--- config.mk ---
export PLATFORM = sky130hd
export DESIGN_NAME = dwell_fsm
export DESIGN_NICKNAME = d
export VERILOG_FILES = /design/src/rtl/dwell_fsm_pkg.sv /design/src/rtl/dwell_timer.sv /design/src/rtl/dwell_next.sv /design/src/rtl/dwell_fsm.sv
export SDC_FILE = /design/constraint.sdc
export NUM_CORES = 1
export LEC_CHECK = 0
export BUFFER_PORTS_ARGS = -buffer_cell sky130_fd_sc_hd__buf_2
export CAP_MARGIN = 20
export CORE_AREA = 5 5 42 44
export DETAILED_ROUTE_END_ITERATION = 10
export DIE_AREA = 0 0 47 49
export HOLD_SLACK_MARGIN = 0.03
export PLACE_DENSITY_LB_ADDON = 0.2
export SLEW_MARGIN = 10
export SYNTH_ARGS = -nofsm -noshare
export SYNTH_HDL_FRONTEND = slang
export SYNTH_SLANG_ARGS = --single-unit
--- constraint.sdc ---
create_clock -name clk -period 3.5 [get_ports clk]
set_input_delay 0.35 -clock clk [delete_from_list [all_inputs] [get_ports clk]]
set_output_delay 0.35 -clock clk [all_outputs]
set_load 0.01 [all_outputs]
--- src/rtl/dwell_fsm_pkg.sv ---
package dwell_fsm_pkg;

    typedef enum logic [1:0] {
        ST_IDLE   = 2'd0,
        ST_FIXED  = 2'd1,
        ST_LINGER = 2'd2
    } dwell_state_t;

    localparam logic [2:0] OH_IDLE   = 3'b001;
    localparam logic [2:0] OH_FIXED  = 3'b010;
    localparam logic [2:0] OH_LINGER = 3'b100;

endpackage

--- src/rtl/dwell_timer.sv ---
module dwell_timer #(
    parameter int WIDTH = 2
) (
    input  logic             clk,
    input  logic             rst,
    input  logic             clr,
    input  logic [WIDTH-1:0] last,
    output logic [WIDTH-1:0] cnt,
    output logic             at_last
);

    assign at_last = (cnt == last);

    // Counts up, clears on request, saturates at the threshold
    always_ff @(posedge clk) begin
        if (rst || clr) begin
            cnt <= '0;
        end else if (!at_last) begin
            cnt <= cnt + 1'b1;
        end
    end

    AST_TIMER_SATURATE: assert property (@(posedge clk) disable iff (rst)
        (!clr && at_last) |=> (cnt == $past(cnt)))
        else $error("timer moved past threshold");

endmodule

--- src/rtl/dwell_next.sv ---
module dwell_next
    import dwell_fsm_pkg::*;
(
    input  dwell_state_t cur,
    input  logic         x_in,
    input  logic         at_last,
    output dwell_state_t nxt
);

    always_comb begin
        nxt = cur;
        unique case (cur)
            ST_IDLE:   if (x_in)             nxt = ST_FIXED;
            ST_FIXED:  if (at_last)          nxt = ST_LINGER;
            ST_LINGER: if (at_last && !x_in) nxt = ST_IDLE;
            default:                         nxt = ST_IDLE;
        endcase
    end

endmodule

--- src/rtl/dwell_fsm.sv ---
module dwell_fsm
    import dwell_fsm_pkg::*;
#(
    parameter int FIXED_CYCLES  = 3,
    parameter int LINGER_CYCLES = 2
) (
    input  logic       clk,
    input  logic       rst,
    input  logic       x_in,
    output logic [2:0] state_oh
);

    localparam int MAX_DWELL = (FIXED_CYCLES > LINGER_CYCLES) ? FIXED_CYCLES : LINGER_CYCLES;
    localparam int TW        = (MAX_DWELL > 1) ? $clog2(MAX_DWELL) : 1;
    localparam logic [TW-1:0] FIXED_LAST  = TW'(FIXED_CYCLES - 1);
    localparam logic [TW-1:0] LINGER_LAST = TW'(LINGER_CYCLES - 1);

    dwell_state_t    state_q;
    dwell_state_t    state_d;
    logic [TW-1:0]   tmr_cnt;
    logic [TW-1:0]   tmr_last;
    logic            tmr_at_last;
    logic            tmr_clr;

    // Threshold selection per timed state
    always_comb begin
        tmr_last = '0;
        unique case (state_q)
            ST_FIXED:  tmr_last = FIXED_LAST;
            ST_LINGER: tmr_last = LINGER_LAST;
            default:   tmr_last = '0;
        endcase
    end

    // Counter is held in IDLE and cleared on every transition
    assign tmr_clr = (state_q == ST_IDLE) || (state_d != state_q);

    dwell_timer #(.WIDTH(TW)) u_timer (
        .clk     (clk),
        .rst     (rst),
        .clr     (tmr_clr),
        .last    (tmr_last),
        .cnt     (tmr_cnt),
        .at_last (tmr_at_last)
    );

    dwell_next u_next (
        .cur     (state_q),
        .x_in    (x_in),
        .at_last (tmr_at_last),
        .nxt     (state_d)
    );

    // State register
    always_ff @(posedge clk) begin
        if (rst) begin
            state_q <= ST_IDLE;
        end else begin
            state_q <= state_d;
        end
    end

    // Moore output decode
    always_comb begin
        state_oh = OH_IDLE;
        unique case (state_q)
            ST_IDLE:   state_oh = OH_IDLE;
            ST_FIXED:  state_oh = OH_FIXED;
            ST_LINGER: state_oh = OH_LINGER;
            default:   state_oh = OH_IDLE;
        endcase
    end

    AST_RESET_IDLE: assert property (@(posedge clk)
        rst |=> (state_oh == OH_IDLE))
        else $error("reset did not return to IDLE");

    AST_IDLE_GO: assert property (@(posedge clk) disable iff (rst)
        (state_q == ST_IDLE && x_in) |=> (state_q == ST_FIXED))
        else $error("IDLE ignored x_in");

    AST_IDLE_WAIT: assert property (@(posedge clk) disable iff (rst)
        (state_q == ST_IDLE && !x_in) |=> (state_q == ST_IDLE))
        else $error("IDLE left without x_in");

    AST_FIXED_COUNT: assert property (@(posedge clk) disable iff (rst)
        (state_q == ST_FIXED && tmr_cnt != FIXED_LAST)
            |=> (state_q == ST_FIXED && tmr_cnt == $past(tmr_cnt) + 1'b1))
        else $error("FIXED dwell broken");

    AST_FIXED_EXIT: assert property (@(posedge clk) disable iff (rst)
        (state_q == ST_FIXED && tmr_cnt == FIXED_LAST) |=> (state_q == ST_LINGER))
        else $error("FIXED did not end on time");

    AST_LINGER_HOLD: assert property (@(posedge clk) disable iff (rst)
        (state_q == ST_LINGER && x_in) |=> (state_q == ST_LINGER))
        else $error("LINGER left while x_in high");

    AST_LINGER_MIN: assert property (@(posedge clk) disable iff (rst)
        (state_q == ST_LINGER && tmr_cnt != LINGER_LAST) |=> (state_q == ST_LINGER))
        else $error("LINGER shorter than minimum");

    AST_IDLE_TIMER_ZERO: assert property (@(posedge clk) disable iff (rst)
        (state_q == ST_IDLE) |-> (tmr_cnt == '0))
        else $error("timer running in IDLE");

    AST_ENTRY_CLEAR: assert property (@(posedge clk) disable iff (rst)
        (state_q != $past(state_q)) |-> (tmr_cnt == '0))
        else $error("timer not cleared on transition");

    AST_ONE_HOT: assert property (@(posedge clk) disable iff (rst)
        $countones(state_oh) == 1)
        else $error("output not one-hot");

endmodule

Word level (Yosys, flattened, before mapping). Cells that the tools add are included. W data, S select, Z words.

Bits in registers: 4. Latch bits: 0. Bits in writable memories: 0. Bits in read-only memories: 0. Output and inout port bits: 3. Memories: 0.

Add/sub/neg operators: 1. $mul: 0. Div/mod/pow operators: 0. Order comparisons: 0. Equal/unequal tests: 4. Shifts and indexed selects: 0. Multiplexer cells: 6. Bitwise logic cells: 0. Reduce and logical (&&, ||, !) cells: 5.

Operators by type and width (number): $mux W2 (3); $pmux W2 S3 (1); $pmux W3 S2 (1); $pmux W2 S2 (1); $add A2 B1 Y2 const B (1); $eq A2 B1 Y1 const B (1); $eq A2 B2 Y1 (1); $eq A2 B2 Y1 const B (1); $logic_not A2 Y1 (1); $logic_or A1 B1 Y1 (2); $ne A2 B2 Y1 (1); $logic_and A1 B1 Y1 (1); $logic_not A1 Y1 (1).

Logic depth before layout (Yosys ltp). Gate-level depths: netlist of the first run.

Depth after elaboration: 9. Gate-level depth with buffers: 6.

By module. From an unflattened synthesis of the first run, not the netlist that was laid out.

Cells, all modules: 34. Area, all modules: 292.8 um^2.

Modules (own cells, without submodules): dwell_fsm (instances 1, cells each 13, area an instance 125.1 um^2, sequential area each 40.0 um^2); dwell_timer (instances 1, cells each 14, area an instance 115.1 um^2, sequential area each 40.0 um^2); dwell_next (instances 1, cells each 7, area an instance 52.6 um^2, sequential area each 0.0 um^2).

Worst setup path before layout of the first run. OpenSTA, ideal clock, no wires.

Kind: register to register. Start: register state_q[0]. End: register u_timer.cnt[0]. Arrival: 1.562 ns. Required time: 3.374 ns. Path slack: 1.812 ns. Cell stages (with the launch flop): 7. Buffers on the path: 0. Path through: dfxtp_1 > inv_1 > ha_1 > xnor2_1 > a311oi_2 > nor3_1 > nor3_1.

Cells in the longest elaborated chain, start to end: 9.

RTL lines: start, declared (RTL line dwell_fsm.sv:18) `dwell_state_t state_q;`; start signal, assigned (RTL line dwell_fsm.sv:59) `state_q <= state_d;`; $eq A2 B2 Y1 or $eq A2 B1 Y1 (tied branches) (RTL line dwell_next.sv:12, dwell_fsm.sv:28); $pmux W2 S2 (RTL line dwell_fsm.sv:28) `unique case (state_q)`; $eq A2 B2 Y1 (RTL line dwell_timer.sv:12) `assign at_last = (cnt == last);`; $logic_and A1 B1 Y1 (RTL line dwell_next.sv:15) `ST_LINGER: if (at_last && !x_in) nxt = ST_IDLE;`; $mux W2 (RTL line dwell_next.sv:15); $pmux W2 S3 (RTL line dwell_next.sv:12) `unique case (cur)`; $ne A2 B2 Y1 (RTL line dwell_fsm.sv:36) `assign tmr_clr = (state_q == ST_IDLE) || (state_d != state_q);`; $logic_or A1 B1 Y1 (RTL line dwell_fsm.sv:36); $logic_or A1 B1 Y1 (RTL line dwell_timer.sv:16) `if (rst || clr) begin`; end signal, assigned (RTL line dwell_timer.sv:19) `cnt <= cnt + 1'b1;`; end, declared (RTL line dwell_timer.sv:8) `output logic [WIDTH-1:0] cnt,`.

Parallel ways exist; a longest one is shown, timed or not. A chain may end at the register's enable or synchronous reset.

Worst setup path in the final report of the first run. Ends and elaborated chain as after synthesis.

==> qor.csv, run 1 <==
metric;value;unit
status;completed;
worst-setup-path-type;reg2reg;
worst_pin_slew;0.486;ns
grt.overflow.total;0;
cts_sinks;4;
yosysSeqAreaShare;22.9;%
multi_input_area;255;sq um
synth_seq_cells;4;
power.density;322;nW/um^2
arrival;1.99;ns
regToRegSetupSlack;1.62;ns
clk_latency;0.23;ns
timing.final.crit_share;53.6;%
htree_levels;1;
core;1400;sq um
setup_viol;0;
die_w;47;microns
hold_viol;0;
timing.setup.tns;0;ns
cap_violations;0;
hold_buffers;0;
rows;14;
antenna_cells;0;
cts_made_buffers;3;
fin_crit;1.88;ns
wl_per_cell;11.0;microns
cp_slowest_cell;xnor2_1;
grt_antenna_before_repair;0;
ctsRootBufferMaster;clkbuf_4;
num-nets-final;62;
power.leakage;0.166;nW
cp.required;3.61;ns
slew_violations;0;
drc_errors;0;
layout-drive-gt1-share;19.2;%
wirelength;747;microns
skew;0.00327;ns
drt-initial-drc-count;3;
cpMostUsedCell;nor3_1;
viasPerCell;4.75;
min_path_type;in2reg;
start_util;25.0;%
syn-instance-count;44;
end_kind;flop;
drtAntennaViolNets;0;
cp_slowest_stage_delay;0.42;ns
grt_pass1_wl;1300;microns
grt_pass1_vias;304;
rsz0062_at_grt;no;
worstPathMaxFanout;5;
fillers;174;
cts_resized;0;
synth_area_per_cell;7.96;sq um
grt_max_degree;9;
firstDrtPassIters;4;
dr_total_vias;323;
layout.cells.non_filler;68;
cts_setup_buffers;0;
portBuffers;5;
dpl.cell_count;65;
grt_usage;7.81;%
worst_setup_path_start_kind;flop;
clockBufferDepth;2;
yosys_warnings;0;
cts_tree;yes;
path_clk_slew;0.04;ns
slew_headroom;67.4;%
syn2layout_area_growth;19.3;%
globalplace.congestion;0.702;
syn_nets;52;
die_area;2300;sq um
max_freq;533;MHz
dp_hpwl;586;microns
synth_cell_types;19;
max-vdd-ir-drop;0.194;mV
crit_chain;inv_1, ha_1, xnor2_1, a311oi_2, nor3_1, nor3_1;
syn-cell-area;350;sq um
pin_count;6;
regArea;80.1;sq um
die_h;49;microns
-- sequential cells by signal (all words and copies together), names as in the netlist --
name and flops:
state_q 2, u_timer.cnt 2
-- synth_stat cells --
| library cell | number | share of area (%) |
|---|---|---|
| nand3_1 | 1 | 1.4 |
| inv_1 | 4 | 4.3 |
| nor2b_1 | 1 | 1.8 |
| dfxtp_1 | 4 | 23 |
| a21oi_1 | 3 | 4.3 |
| nor4bb_1 | 1 | 2.9 |
| a211oi_1 | 1 | 2.1 |
| o21ai_0 | 2 | 2.9 |
| a311oi_2 | 1 | 4.3 |
| nand2b_1 | 2 | 3.6 |
| ha_1 | 5 | 18 |
| and2_1 | 1 | 1.8 |
| xnor2_1 | 2 | 5.0 |
| a31oi_1 | 1 | 1.8 |
| o211ai_1 | 2 | 4.3 |
| nor2_1 | 4 | 4.3 |
| a221oi_2 | 1 | 4.3 |
| nand2_1 | 3 | 3.2 |
| nor3_1 | 5 | 7.1 |
-- layout make-up --
cell class	count	share of cell area [%]
well taps	16	4.79
flip-flops and latches	4	19.2
inverters	4	3.59
multi-input cells	36	61.1
clock buffers	3	5.39
repair buffers	5	5.99
-- layer usage --
layer,share of wire (%),global-route usage [%],vias up
met5,0,0,-
met4,0,1.38,0
met3,6.3,5.17,0
met2,50,11.5,5
met1,43,9.41,145
li1,-,-,173
-- final timing paths --
kind,startpoint,to,cells past startpoint
worst max-delay path,state_q[0],u_timer.cnt[0],6
worst min-delay path,rst,state_q[0],2
worst max register to register,state_q[0],u_timer.cnt[0],6
worst min register to register,u_timer.cnt[0],u_timer.cnt[1],2
-- cell families (layout without fill, tap and decap cells) --
logic type	count (synthesis)	after routing	share of synthesized area (%)
XOR/XNOR	2	2	5.00
AND/OR/NAND/NOR	18	18	26.1
flip-flops	4	4	22.9
AO/OA/AOI/OAI	11	11	23.9
adder cells (fa/ha/maj)	5	5	17.9
buffers and inverters	4	12	4.28
-- critical path: cells and delay by family, from the launching register on --
| family | cells | cell delay (ns) |
|---|---|---|
| xor gates and xnor gates | 1 | 0.42 |
| DFF | 1 | 0.40 |
| and+or+nand+nor | 2 | 0.35 |
| adders and majority gates | 1 | 0.27 |
| AOI/OAI and AO/OA | 1 | 0.19 |
| buffers and inverters | 1 | 0.13 |
-- power breakdown --
group,internal [mW],switching (mW),total [mW]
registers,0.0474,0.00197,0.0493
logic,0.0116,0.0171,0.0287
clock network,0.0383,0.0183,0.0566
-- metrics by stage --
step / utilization (%) / hold WS [ns] / instance area [sq um] / worst slack (ns) / total power [mW]
6_report: 29.8 / 0.306 / 418 / 1.62 / 0.135
5_1_grt: 29.8 / 0.291 / 418 / 1.39 / 0.146
4_1_cts: 29.8 / 0.300 / 418 / 1.60 / 0.138
3_5_place_dp: 28.2 / 0.549 / 395 / 1.61 / 0.0791
3_3_place_gp: 28.2 / 0.550 / 395 / 1.60 / 0.0798
2_1_floorplan: - / 0.422 / 350 / 1.81 / 0.0708
-- cell usage in the layout, fill, tap and decap left out --
cell type and count:
o211ai_1 2, a311oi_2 1, nor4bb_1 1, inv_1 4
ha_1 5, nor2_1 4, nand3_1 1, nand2_1 3
and2_1 1, nor2b_1 1, buf_2 5, clkbuf_4 3
xnor2_1 2, nand2b_1 2, dfxtp_1 4, a21oi_1 3
a31oi_1 1, a221oi_2 1, o21ai_0 2, a211oi_1 1
nor3_1 5
(Power assumes the default switching activity.)
==> run 2, diff against run 1 <==
- ABC_AREA: unset -> 1
- clock period: 3.5 -> 1.87 ns (I/O delays scaled with it)
==> qor.csv, run 2 <==
metric;value;unit
hold_viol;0;
globalplace.congestion;0.745;
grt_pass1_vias;312;
drt-initial-drc-count;3;
clk_latency;0.23;ns
ctsRootBufferMaster;clkbuf_4;
whs;0.127;ns
fin_ws;0.214;ns
synth_edf_count;0;
crit_chain;inv_1, ha_1, inv_1, nand2_2, nand2_4, nand2_1, a21oi_1, nand2_1, nand3_1, nand2_1, nand3_1, nor2_1;
grt_pass1_wl;1210;microns
cp_slowest_stage_delay;0.43;ns
synth_seq_cells;4;
worst_pin_slew;0.218;ns
skew;0.00144;ns
synthDominantCellAreaShare;21.2;%
syn-cell-area;378;sq um
min_delay_path_depth;2;
cts_tree;yes;
wl_per_cell;8.81;microns
final_common_cell;inv_1;
timing.final.crit_share;88.5;%
max_freq;604;MHz
layout-drive-gt1-share;34.4;%
reg_top3;state_q x2, u_timer.cnt x2;
cts_made_buffers;3;
syn-instance-count;53;
cap_violations;0;
grt_max_degree;7;
grt_antenna_before_repair;0;
grt.overflow.total;0;
rr_worst_depth;12;
num-nets-final;71;
yosys.area.top_type;dfxtp_1;
final_core_util;31.9;%
worstHoldEndpoint;state_q[1];
cts_sinks;4;
synthFlopType;dfxtp_1;
viasPerCell;4.19;
rsz0062_at_grt;no;
cpMostUsedCell;nand2_1;
cts_setup_buffers;0;
clockBufferDepth;2;
wirelength;678;microns
final_cell_mix;10 x inv_1, 9 x nand2_1, 6 x nand2_2;
dp_hpwl;596;microns
die_h;49;microns
status;completed;
yosysMostFrequentCell;inv_1;
async_reset_ff_share;0;%
netlist_top_cells_area;dfxtp_1 21%, ha_1 17%, inv_1 9.9%;
syn2layout_area_growth;18.2;%
worst_setup_path_start_kind;flop;
min_path_type;in2reg;
rows;14;
power.density;574;nW/um^2
r2r-start;state_q[0];
synth_cell_types;17;
yosys_warnings;0;
worst-setup-path-type;reg2reg;
antenna_cells;0;
slew_headroom;85.4;%
firstDrtPassIters;3;
start_util;27.0;%
portBuffers;5;
synth_common_cells;10 x inv_1, 9 x nand2_1, 6 x nand2_2;
power.leakage;0.209;nW
setup_viol;0;
cp_slowest_cell;dfxtp_1;
fin_crit;1.66;ns
die_area;2300;sq um
dr_total_vias;323;
hold_start;rst;
max-vdd-ir-drop;0.357;mV
cts_resized;0;
startpoint;state_q[0];
die_w;47;microns
slew_violations;0;
timing.setup.tns;0;ns
cp.required;1.99;ns
arrival;1.78;ns
grt_usage;7.46;%
hold_buffers;0;
syn_nets;61;
path_clk_slew;0.04;ns
pin_count;6;
yosysSeqAreaShare;21.2;%
cp_top_family;simple AND/OR/NAND/NOR gates;
regToRegSetupSlack;0.21;ns
end_kind;flop;
core;1400;sq um
drtAntennaViolNets;0;
pre_cts_slack;0.190;ns
cp_num_buf_inv;2;
drc_errors;0;
htree_levels;1;
r2r-end;u_timer.cnt[1];
worstPathMaxFanout;6;
synth_area_per_cell;7.13;sq um
[run 2: cell types whose count changed in the layout (fill, tap and decap cells not counted), moves of 2 or more]
cell,previous run,this run
nand3_1,1,4
nand2b_1,2,0
xnor2_1,2,0
o21ai_0,2,0
nand2_1,3,9
nor3_1,5,0
nand2_2,0,6
inv_1,4,10
[run 2: worst reg2reg max path: cells and delay by family (launching register included)]
family | cells | cell delay, ns
AOI/OAI and AO/OA | 1 | 0.12
adders and majority gates | 1 | 0.24
buffers and inverters | 2 | 0.21
and+or+nand+nor | 8 | 0.57
DFF | 1 | 0.43
[run 2: cells by family (layout without fill, tap and decap cells)]
logic type | count (synthesis) | count (layout) | synth area share (%)
fa+ha+maj | 5 | 5 | 16.6
buf+inv | 11 | 19 | 10.9
simple gates | 26 | 26 | 35.4
xor+xnor | 1 | 1 | 2.32
compound gates | 6 | 6 | 13.6
flops | 4 | 4 | 21.2
[run 2: worst max-delay path by stage]
stage	end	cells after the start
detailed placement	u_timer.cnt[1]	12
finish	u_timer.cnt[1]	12
global route	u_timer.cnt[1]	12
floorplan	u_timer.cnt[1]	11
CTS	u_timer.cnt[1]	12
global placement	u_timer.cnt[1]	12
[run 2: area by class of cell]
type                    instances  area (sq um)
fillers                       162           955
multi-input cells              38           256
flip-flops and latches          4          81.3
inverters                      11          41.3
repair buffers                  5          25.0
clock buffers                   3          22.5
well taps                      16          20.0
[run 2: through the flow]
step / cells / cell area (sq um) / power, mW
detailed placement: 74 / 423 / 0.153
floorplan: 53 / 378 / 0.138
global route: 77 / 447 / 0.284
finish: 77 / 447 / 0.256
global placement: 74 / 423 / 0.153
CTS: 77 / 445 / 0.263
[run 2: metal layers]
layer | up-vias | part of all wire [%] | track usage [%] | routed length [microns]
li1 | 180 | - | - | -
met1 | 135 | 49 | 9.21 | 334
met2 | 8 | 46 | 9.73 | 311
met3 | 0 | 4.7 | 5.54 | 32
met4 | 0 | 0 | 2.76 | 0
met5 | - | 0 | 0 | 0
[run 2: where the power goes]
| part | total (mW) | switching, mW | internal, mW | leakage [nW] |
|---|---|---|---|---|
| Clock | 0.105 | 0.0338 | 0.0717 | 0.0138 |
| Sequential | 0.0928 | 0.00422 | 0.0886 | 0.0330 |
| Combinational | 0.0583 | 0.0335 | 0.0248 | 0.162 |
| Total | 0.256 | 0.0715 | 0.185 | 0.209 |
